### config.mk
export PLATFORM = sky130hd
export DESIGN_NAME = strmov_seq
export DESIGN_NICKNAME = d
export VERILOG_FILES = /design/src/rtl/strmov_pkg.sv /design/src/rtl/strmov_dec.sv /design/src/rtl/strmov_agu.sv /design/src/rtl/strmov_idx.sv /design/src/rtl/strmov_seq.sv
export SDC_FILE = /design/constraint.sdc
export NUM_CORES = 1
export LEC_CHECK = 0
export BUFFER_PORTS_ARGS = -buffer_cell sky130_fd_sc_hd__buf_2
export CORE_MARGIN = 8
export CORE_UTILIZATION = 50
export CTS_BUF_LIST = sky130_fd_sc_hd__clkbuf_4 sky130_fd_sc_hd__clkbuf_8 sky130_fd_sc_hd__clkbuf_16
export DETAILED_ROUTE_END_ITERATION = 12
export GPL_TIMING_DRIVEN = 1
export HOLD_SLACK_MARGIN = 0.03
export PLACE_DENSITY = 0.83
export REMOVE_ABC_BUFFERS = 1
export SLEW_MARGIN = 20
export SYNTH_ARGS = -nofsm -noshare
export SYNTH_HDL_FRONTEND = slang
export SYNTH_SLANG_ARGS = --single-unit
### constraint.sdc
create_clock -name clk_i -period 10.9 [get_ports clk_i]
set_input_delay 2.18 -clock clk_i [delete_from_list [all_inputs] [get_ports clk_i]]
set_output_delay 2.18 -clock clk_i [all_outputs]
set_load 0.03 [all_outputs]
### src/rtl/strmov_pkg.sv
package strmov_pkg;
  localparam int NUM_SEG = 4;
  localparam int DATA_W  = 8;

  typedef enum logic [2:0] {
    ST_IDLE, ST_FETCH, ST_DECODE, ST_READ, ST_WRITE, ST_TEST
  } st_e;

  // encoding equals override opcode bits 4:3
  typedef enum logic [1:0] {
    SEG_ES = 2'd0, SEG_CS = 2'd1, SEG_SS = 2'd2, SEG_DS = 2'd3
  } seg_e;

  typedef enum logic [1:0] {
    CLS_OVR, CLS_REP, CLS_MOV, CLS_OTHER
  } cls_e;

  localparam logic [DATA_W-1:0] OPC_REP  = 8'hF3;
  localparam logic [DATA_W-1:0] OPC_MOVB = 8'hA4;
  localparam logic [2:0]        OVR_HI   = 3'b001;
  localparam logic [2:0]        OVR_LO   = 3'b110;
endpackage

### src/rtl/strmov_dec.sv
module strmov_dec
  import strmov_pkg::*;
(
  input  logic [DATA_W-1:0] code_i,
  output cls_e              cls_o,
  output seg_e              seg_o
);
  always_comb begin
    seg_o = seg_e'(code_i[4:3]);
    if (code_i[7:5] == OVR_HI && code_i[2:0] == OVR_LO) cls_o = CLS_OVR;
    else if (code_i == OPC_REP)                          cls_o = CLS_REP;
    else if (code_i == OPC_MOVB)                         cls_o = CLS_MOV;
    else                                                 cls_o = CLS_OTHER;
  end
endmodule

### src/rtl/strmov_agu.sv
module strmov_agu #(
  parameter int OFS_W     = 16,
  parameter int SEG_SHIFT = 4,
  parameter int ADDR_W    = 20,
  parameter int NSEG      = 4,
  localparam int SEL_W    = $clog2(NSEG),
  localparam int SUM_W    = OFS_W + SEG_SHIFT
) (
  input  logic [NSEG-1:0][OFS_W-1:0] seg_tab_i,
  input  logic [SEL_W-1:0]           sel_i,
  input  logic [OFS_W-1:0]           off_i,
  output logic [ADDR_W-1:0]          addr_o
);
  logic [OFS_W-1:0] seg;
  logic [SUM_W-1:0] sum;

  assign seg = seg_tab_i[sel_i];
  assign sum = (SUM_W'(seg) << SEG_SHIFT) + SUM_W'(off_i);

  generate
    if (ADDR_W == SUM_W) begin : g_exact
      assign addr_o = sum;
    end else if (ADDR_W < SUM_W) begin : g_trunc
      assign addr_o = sum[ADDR_W-1:0];
    end else begin : g_wide
      assign addr_o = ADDR_W'(sum);
    end
  endgenerate
endmodule

### src/rtl/strmov_idx.sv
module strmov_idx #(
  parameter int OFS_W = 16
) (
  input  logic [OFS_W-1:0] si_i,
  input  logic [OFS_W-1:0] di_i,
  input  logic [OFS_W-1:0] cx_i,
  input  logic             df_i,
  input  logic             rep_i,
  output logic [OFS_W-1:0] si_o,
  output logic [OFS_W-1:0] di_o,
  output logic [OFS_W-1:0] cx_o
);
  localparam logic [OFS_W-1:0] STEP_UP = OFS_W'(1);
  localparam logic [OFS_W-1:0] STEP_DN = '1;

  logic [OFS_W-1:0] step;

  assign step = df_i ? STEP_DN : STEP_UP;
  assign si_o = si_i + step;
  assign di_o = di_i + step;
  assign cx_o = rep_i ? cx_i + STEP_DN : cx_i;
endmodule

### src/rtl/strmov_seq.sv
module strmov_seq
  import strmov_pkg::*;
#(
  parameter int OFS_W     = 16,
  parameter int SEG_SHIFT = 4,
  localparam int ADDR_W   = OFS_W + SEG_SHIFT
) (
  input  logic              clk_i,
  input  logic              rst_ni,
  input  logic              start_i,
  input  logic [OFS_W-1:0]  ip_i,
  input  logic [OFS_W-1:0]  cx_i,
  input  logic [OFS_W-1:0]  si_i,
  input  logic [OFS_W-1:0]  di_i,
  input  logic [OFS_W-1:0]  cs_i,
  input  logic [OFS_W-1:0]  ds_i,
  input  logic [OFS_W-1:0]  es_i,
  input  logic [OFS_W-1:0]  ss_i,
  input  logic              df_i,
  input  logic              if_i,
  input  logic              irq_i,
  output logic [ADDR_W-1:0] mem_addr_o,
  output logic              mem_rd_o,
  output logic              mem_wr_o,
  output logic [DATA_W-1:0] mem_wdata_o,
  input  logic [DATA_W-1:0] mem_rdata_i,
  output logic              busy_o,
  output logic              done_o,
  output logic              intr_o,
  output logic              unsup_o,
  output logic [OFS_W-1:0]  ip_o,
  output logic [OFS_W-1:0]  cx_o,
  output logic [OFS_W-1:0]  si_o,
  output logic [OFS_W-1:0]  di_o
);
  localparam logic [OFS_W-1:0] IP_INC = OFS_W'(1);

  st_e              state_q;
  seg_e             src_sel_q;
  logic             rep_q;
  logic [OFS_W-1:0] ip_q, rep_ip_q, cx_q, si_q, di_q;
  logic             done_q, intr_q, unsup_q;

  cls_e             dec_cls;
  seg_e             dec_seg;
  seg_e             agu_sel;
  logic [OFS_W-1:0] agu_off;
  logic [OFS_W-1:0] nxt_si, nxt_di, nxt_cx;
  logic [NUM_SEG-1:0][OFS_W-1:0] seg_tab;

  always_comb begin
    seg_tab         = '0;
    seg_tab[SEG_ES] = es_i;
    seg_tab[SEG_CS] = cs_i;
    seg_tab[SEG_SS] = ss_i;
    seg_tab[SEG_DS] = ds_i;
  end

  strmov_dec u_dec (
    .code_i (mem_rdata_i),
    .cls_o  (dec_cls),
    .seg_o  (dec_seg)
  );

  always_comb begin
    case (state_q)
      ST_FETCH: begin agu_sel = SEG_CS;    agu_off = ip_q; end
      ST_READ:  begin agu_sel = src_sel_q; agu_off = si_q; end
      default:  begin agu_sel = SEG_ES;    agu_off = di_q; end
    endcase
  end

  strmov_agu #(
    .OFS_W     (OFS_W),
    .SEG_SHIFT (SEG_SHIFT),
    .ADDR_W    (ADDR_W),
    .NSEG      (NUM_SEG)
  ) u_agu (
    .seg_tab_i (seg_tab),
    .sel_i     (agu_sel),
    .off_i     (agu_off),
    .addr_o    (mem_addr_o)
  );

  strmov_idx #(.OFS_W(OFS_W)) u_idx (
    .si_i  (si_q),
    .di_i  (di_q),
    .cx_i  (cx_q),
    .df_i  (df_i),
    .rep_i (rep_q),
    .si_o  (nxt_si),
    .di_o  (nxt_di),
    .cx_o  (nxt_cx)
  );

  always_ff @(posedge clk_i or negedge rst_ni) begin
    if (!rst_ni) begin
      state_q   <= ST_IDLE;
      src_sel_q <= SEG_DS;
      rep_q     <= 1'b0;
      ip_q      <= '0;
      rep_ip_q  <= '0;
      cx_q      <= '0;
      si_q      <= '0;
      di_q      <= '0;
      done_q    <= 1'b0;
      intr_q    <= 1'b0;
      unsup_q   <= 1'b0;
    end else begin
      done_q  <= 1'b0;
      intr_q  <= 1'b0;
      unsup_q <= 1'b0;
      case (state_q)
        ST_IDLE: if (start_i) begin
          ip_q      <= ip_i;
          cx_q      <= cx_i;
          si_q      <= si_i;
          di_q      <= di_i;
          src_sel_q <= SEG_DS;
          rep_q     <= 1'b0;
          state_q   <= ST_FETCH;
        end
        ST_FETCH: state_q <= ST_DECODE;
        ST_DECODE: begin
          case (dec_cls)
            CLS_OVR: begin
              src_sel_q <= dec_seg;
              ip_q      <= ip_q + IP_INC;
              state_q   <= ST_FETCH;
            end
            CLS_REP: begin
              rep_q    <= 1'b1;
              rep_ip_q <= ip_q;  // restart lands here, earlier prefixes lost
              ip_q     <= ip_q + IP_INC;
              state_q  <= ST_FETCH;
            end
            CLS_MOV: begin
              ip_q <= ip_q + IP_INC;
              if (rep_q && cx_q == '0) begin
                done_q  <= 1'b1;
                state_q <= ST_IDLE;
              end else begin
                state_q <= ST_READ;
              end
            end
            default: begin
              unsup_q <= 1'b1;
              state_q <= ST_IDLE;
            end
          endcase
        end
        ST_READ: state_q <= ST_WRITE;
        ST_WRITE: begin
          si_q    <= nxt_si;
          di_q    <= nxt_di;
          cx_q    <= nxt_cx;
          state_q <= ST_TEST;
        end
        ST_TEST: begin
          if (!rep_q || cx_q == '0) begin
            done_q  <= 1'b1;
            state_q <= ST_IDLE;
          end else if (irq_i && if_i) begin
            intr_q  <= 1'b1;
            ip_q    <= rep_ip_q;
            state_q <= ST_IDLE;
          end else begin
            state_q <= ST_READ;
          end
        end
        default: state_q <= ST_IDLE;
      endcase
    end
  end

  assign mem_rd_o    = (state_q == ST_FETCH) || (state_q == ST_READ);
  assign mem_wr_o    = (state_q == ST_WRITE);
  assign mem_wdata_o = mem_rdata_i;
  assign busy_o      = (state_q != ST_IDLE);
  assign done_o      = done_q;
  assign intr_o      = intr_q;
  assign unsup_o     = unsup_q;
  assign ip_o        = ip_q;
  assign cx_o        = cx_q;
  assign si_o        = si_q;
  assign di_o        = di_q;
endmodule

==> flow_summary.yaml, run 1 <==
status:
  outcome: "finished clean"
sta:
  max_freq_mhz: 139.5
  worst_pin_slew_ns: 1.080
  tns_ns: 0
  grt_setup_unrepaired: "false"
  maxSlewHeadroom: 0.2775
  hold_viol: 0
  min_period_ns: 7.166
  setup_viol: 0
  fin_crit_sh: 0.6575
  clock-skew-final_ns: 0.01020
  slew_viol_final: 0
global_route:
  grt_overflow: 0
  grt_max_degree: 67
  grt_pass1_wl_um: 37690
  grt_pass1_vias: 7372
  grt.busiest_layer: "met2"
  grt_util_met2: 0.4135
  antenna_found_initial: 0
  grt_use_met1: 0.3136
  grt_use_met3: 0.05981
  gr-usage-all-layers: 0.2492
critical_path:
  critPathMaxFanout: 3
  critPathLaunchType: "input pin"
  cp.buffers_inverters: 2
  endpoint_kind: "output pin"
  arrival_ns: 4.99
  crit_type: "in -> out"
  crit_family: "compound AO/OA/AOI/OAI gates"
  critPathSlowestCell: "fa_1"
  cpPeakStageDelay_ns: 0.48
  crit_path_cell_trace: "buf_2 -> and2_0 -> a211oi_1 -> a31oi_1 -> ha_1 -> fa_1 -> a21oi_1 -> nor2b_1 -> a311o_1 -> a31oi_1 -> o21ai_0 -> nand3_1 -> xnor2_1 -> buf_2"
  required_ns: 8.72
placed_design:
  gp_congestion: 0.8999
  port_buffers: 239
  dp_hpwl_um: 18100
synth:
  synth.top_cell.area_share: 0.2935
  yosysSeqAreaShare: 0.3006
  synth_cell_types: 67
  synth_edf_count: 0
  synth-seq-cells: 89
  syn_inst: 927
  synth_common_cells: "150 x nand2_1, 87 x dfrtp_1, 86 x o21ai_0, 57 x a21oi_1, 53 x nor2_1"
  synth_top_area_cell: "dfrtp_1"
  synthFlopType: "dfrtp_1"
  synth_area_um2: 7418
  yosys_warnings: 0
  synth.area.top_cells: "dfrtp_1 29%, nand2_1 7.6%, ha_1 7.3%, o21ai_0 5.8%, mux2i_1 4.5%"
  avgSynthCellArea_um2: 8.003
  synthArstFlopShare: 1.000
  yosysMostFrequentCell: "nand2_1"
drt:
  via_count: 7700
  drc_errors: 0
  ant_nets: 0
  first_pass_iters: 5
  viasPerCell: 5.847
  wl_per_cell_um: 18.25
  drt_wl_total_um: 24040
  drt_iter0_drc: 595
floorplanning:
  fp.dieH_um: 137.8
  core_region_area_um2: 14530
  chipWidth_um: 137.8
  num_rows: 44
  boundaryPins: 240
  dieArea_um2: 18990
  initial_utilization: 0.5104
clocking:
  cts_resized: 0
  cts_buffers: 9
  cts_sinks: 89
  cts-hold-fix-buffers: 0
  post-cts-setup-buffers: 0
  cts.htree.levels: 3
  cts_tree: "done"
  clk_pin_slew_worst_paths_ns: 0.07
  cts-root-buf: "clkbuf_16"
  clockBufferDepth: 2
  clkLatencyLatePin_ns: 0.35
hold_path:
  hp-class: "reg -> reg"
pwr:
  irDropWorstVdd_mv: 0.2305
  p_total_mw: 3.505
  leakage_nw: 4.255
  p_per_area_nw_per_um2: 391.7
finish:
  layout-drive-gt1-share: 0.2577
  syn2layout_area_growth_pct: 20.64
  nNetsFinal: 1316
  antenna_cells: 0
flow_run:
  cap_violations: 0
[kinds of logic after synthesis]
group                    share of synthesized area
XOR/XNOR                                   0.04250
AND/OR/NAND/NOR                             0.2073
multiplexers                               0.06578
AO/OA/AOI/OAI                               0.2513
flip-flops                                  0.3006
buffers and inverters                      0.05195
adder cells (fa/ha/maj)                    0.08062
[power breakdown]
group | switching [mW] | total [mW] | leakage (nW) | internal (mW)
combinational | 1.65 | 2.50 | 2.99 | 0.854
sequential | 0.197 | 0.659 | 1.11 | 0.462
clock | 0.138 | 0.342 | 0.156 | 0.204
[final timing paths]
kind | cells after the start | end | slack, ns | from
max | 14 | mem_addr_o[18] | 3.73 | es_i[0]
min | 2 | rep_ip_q[11] | 0.49 | rep_ip_q[11]
max reg2reg | 11 | cx_o[9] | 8.06 | state_q[1]
min reg2reg | 2 | rep_ip_q[11] | 0.49 | rep_ip_q[11]
max in group asynchronous | 2 | di_o[15] | 8.04 | rst_ni
min in group asynchronous | 1 | ip_o[0] | 1.78 | rst_ni
[metrics by stage]
stage / std cells / hold slack [ns] / instance area, um2 / util / worst slack (ns)
2_1_floorplan: 867 / 0.4488 / 7112 / - / 3.933
3_3_place_gp: 1301 / 0.4686 / 8627 / 0.5936 / 3.800
3_5_place_dp: 1301 / 0.4821 / 8627 / 0.5936 / 3.754
4_1_cts: 1317 / 0.4973 / 8950 / 0.6158 / 3.748
5_1_grt: 1317 / 0.5237 / 8950 / 0.6158 / 3.592
6_report: 1317 / 0.4941 / 8950 / 0.6158 / 3.734
[registers in the layout, indices dropped and copies added, names as in the netlist]
| name | cells |
|---|---|
| rep_ip_q | 16 |
| src_sel_q | 2 |
| rep_q | 1 |
| di_o | 16 |
| state_q | 3 |
| done_o | 1 |
| cx_o | 16 |
| unsup_o | 1 |
| ip_o | 16 |
| si_o | 16 |
| intr_o | 1 |
[area by class of cell]
cell class	instances	area, um2
sequential	89	2230
clock buffer	10	232.7
multi-input combinational	757	4807
fill	1326	5584
clock inverter	6	90.09
tap	184	230.2
timing repair buffer	250	1281
inverter	21	78.83
[tightest hold or removal path: stages (launching register included)]
cell,delay [ns]
dfrtp_1,0.35
nand2_1,0.05
o21ai_0,0.06
[cell usage in the layout (no fill, tap or decap), drive strengths merged, types with 21 or more instances in the layout]
master / Yosys / layout
a211oi: 25 / 25
a21oi: 57 / 57
a31oi: 26 / 26
buf: 32 / 250
dfrtp: 87 / 87
ha: 43 / 43
inv: 21 / 21
mux2i: 33 / 33
nand2: 150 / 150
nor2: 53 / 53
nor3: 25 / 25
o21ai: 112 / 112
xnor2: 24 / 24
[routing by layer]
metal | part of all wire | routed length [um] | up-vias
met2 | 0.48 | 11420 | 291
met4 | 0.017 | 404 | 0
met3 | 0.088 | 2104 | 27
met5 | 0 | 0 | -
met1 | 0.42 | 10110 | 3602
li1 | - | - | 3780
No activity file was read; power rests on OpenSTA's default activity.
==> run 2: changes to the inputs <==
--- a/config.mk
+++ b/config.mk
@@ -7,12 +7,12 @@
 export LEC_CHECK = 0
 export BUFFER_PORTS_ARGS = -buffer_cell sky130_fd_sc_hd__buf_2
 export CORE_MARGIN = 8
-export CORE_UTILIZATION = 50
+export CORE_UTILIZATION = 47
 export CTS_BUF_LIST = sky130_fd_sc_hd__clkbuf_4 sky130_fd_sc_hd__clkbuf_8 sky130_fd_sc_hd__clkbuf_16
 export DETAILED_ROUTE_END_ITERATION = 12
 export GPL_TIMING_DRIVEN = 1
 export HOLD_SLACK_MARGIN = 0.03
-export PLACE_DENSITY = 0.83
+export PLACE_DENSITY = 0.82
 export REMOVE_ABC_BUFFERS = 1
 export SLEW_MARGIN = 20
 export SYNTH_ARGS = -nofsm -noshare
==> constraint.sdc (replaced) <==
create_clock -name clk_i -period 6 [get_ports clk_i]
set_input_delay 1.2 -clock clk_i [delete_from_list [all_inputs] [get_ports clk_i]]
set_output_delay 1.2 -clock clk_i [all_outputs]
set_load 0.03 [all_outputs]
==> run 2 against run 1 <==
  * Combinational power increased by 82%
  * Highest routed layer is now met5
  * Critical path depth unchanged
  * Final cell count up 2.5%
  * Core utilization decreased by 4.3 points
  * First-iteration DRC count is 15% lower
  * Global-route usage down 0.84 points
  * Clock skew fell by 0.0030 ns
  * Via count up 0.48%
==> flow_summary.yaml, run 2 (synthesis results as in run 1) <==
critical_path:
  critPathSlowestCell: "dfrtp_1"
  crit_start: "state_q[2]"
  cpPeakStageDelay_ns: 0.48
  cp.buffers_inverters: 2
  required_ns: 4.80
  arrival_ns: 4.30
  crit_type: "reg -> out"
  crit_path_cell_trace: "nand2b_1 -> buf_4 -> a21oi_2 -> a31oi_1 -> ha_1 -> fa_1 -> a21oi_1 -> nor2b_1 -> a311o_1 -> a31oi_1 -> o21ai_0 -> nand3_1 -> xnor2_1 -> buf_2"
  critPathMaxFanout: 34
  cpMostUsedCell: "a31oi_1"
  critPathLaunchType: "register"
  reg2reg_from: "state_q[1]"
  endpoint_kind: "output pin"
  crit_family: "compound AO/OA/AOI/OAI gates"
clocking:
  cts_resized: 0
  cts.htree.levels: 3
  clkLatencyLatePin_ns: 0.35
  cts_tree: "done"
  cts-root-buf: "clkbuf_16"
  cts-hold-fix-buffers: 0
  post-cts-setup-buffers: 0
  cts_sinks: 89
  cts_buffers: 9
  clk_pin_slew_worst_paths_ns: 0.07
  clockBufferDepth: 2
placed_design:
  dp_slack_ns: 0.6932
  gp_congestion: 0.9148
  port_buffers: 239
  dp_hpwl_um: 19030
  dpl_cell_area_um2: 8675
  place_inst: 1334
floorplanning:
  initial_utilization: 0.4739
  fp.dieH_um: 141.6
  chipWidth_um: 141.6
  dieArea_um2: 20060
  boundaryPins: 240
  core_region_area_um2: 15660
  num_rows: 46
pwr:
  p_int_mw: 2.714
  comb_power_share: 0.718
  power_switching_mw: 3.631
  p_total_mw: 6.345
  p_sw_frac: 0.5723
  leakage_nw: 4.249
  clkPwrFrac: 0.092
  p_per_area_nw_per_um2: 707.4
  power_frac_seq: 0.191
  irDropWorstVdd_mv: 0.4752
sta:
  grt_setup_unrepaired: "false"
  min_period_ns: 5.496
  maxSlewHeadroom: 0.2951
  hold_slack_ns: 0.4823
  slew_viol_final: 0
  clock-skew-final_ns: 0.007248
  fin_crit_sh: 0.9161
  worst_slack_ns: 0.5037
  max_freq_mhz: 181.9
  worst_pin_slew_ns: 1.053
  setup_viol: 0
  hold_viol: 0
  tns_ns: 0
finish:
  fin_area_um2: 8970
  layout_commonest_cell: "buf_2"
  fin_cells: 1350
  nFillCells: 1508
  mostFrequentLayoutCells: "238 x buf_2, 150 x nand2_1, 87 x dfrtp_1"
  postLayoutCoreUtil: 0.5730
  syn2layout_area_growth_pct: 20.91
  nNetsFinal: 1317
  antenna_cells: 0
  layout-drive-gt1-share: 0.2584
drt:
  viasPerCell: 5.731
  via_count: 7737
  drt_iter0_drc: 505
  first_pass_iters: 7
  drt_wl_total_um: 24560
  ant_nets: 0
  wl_per_cell_um: 18.20
  drc_errors: 0
global_route:
  grt_max_degree: 67
  antenna_found_initial: 1
  grt_overflow: 0
  gr-usage-all-layers: 0.2407
  grt_pass1_wl_um: 38890
  grt_pass1_vias: 7624
hold_path:
  hp-class: "reg -> reg"
  hp-start: "rep_ip_q[0]"
flow_run:
  cap_violations: 0
status:
  outcome: "finished clean"
## run 2: final cells by class
class | count | area (um2) | area share
Multi-Input combinational cell | 757 | 4807 | 0.5359
Sequential cell | 89 | 2230 | 0.2486
Timing Repair Buffer | 251 | 1289 | 0.1437
Tap cell | 216 | 270.3 | 0.03013
Clock buffer | 9 | 225.2 | 0.02511
Inverter | 21 | 78.83 | 0.008788
Clock inverter | 7 | 70.07 | 0.007811
## run 2: power groups by stage
stage,registers (mW),logic [mW],clock network [mW]
finish,1.21,4.55,0.581
global route,1.25,4.96,0.613
CTS,1.21,4.56,0.592
detailed placement,1.22,4.55,0
global placement,1.22,4.47,0
floorplan,1.55,2.86,0
## run 2: routing by layer
metal	up-vias	routed length, um	global-route usage
li1	3795	-	-
met5	-	13	0
met3	40	1933	0.06552
met1	3626	10540	0.2934
met2	274	11500	0.3988
met4	2	573	0.08932
## run 2: worst register-to-register path: cells and delay by family, from the launching register on
family                 cells  cell delay (ns)
AND/OR/NAND/NOR            5             0.74
buffers and inverters      4             1.40
flip-flops                 1             0.44
AO/OA/AOI/OAI              2             0.21
## run 2: path summary, 6_finish.rpt
| path | end | slack (ns) | depth (start not counted) |
|---|---|---|---|
| setup / recovery | mem_addr_o[18] | 0.50 | 14 |
| hold / removal | rep_ip_q[0] | 0.48 | 2 |
| setup reg to reg | cx_o[9] | 3.05 | 11 |
| hold reg to reg | rep_ip_q[0] | 0.48 | 2 |
| max in group asynchronous | di_o[11] | 4.08 | 2 |
| min in group asynchronous | unsup_o | 0.79 | 1 |
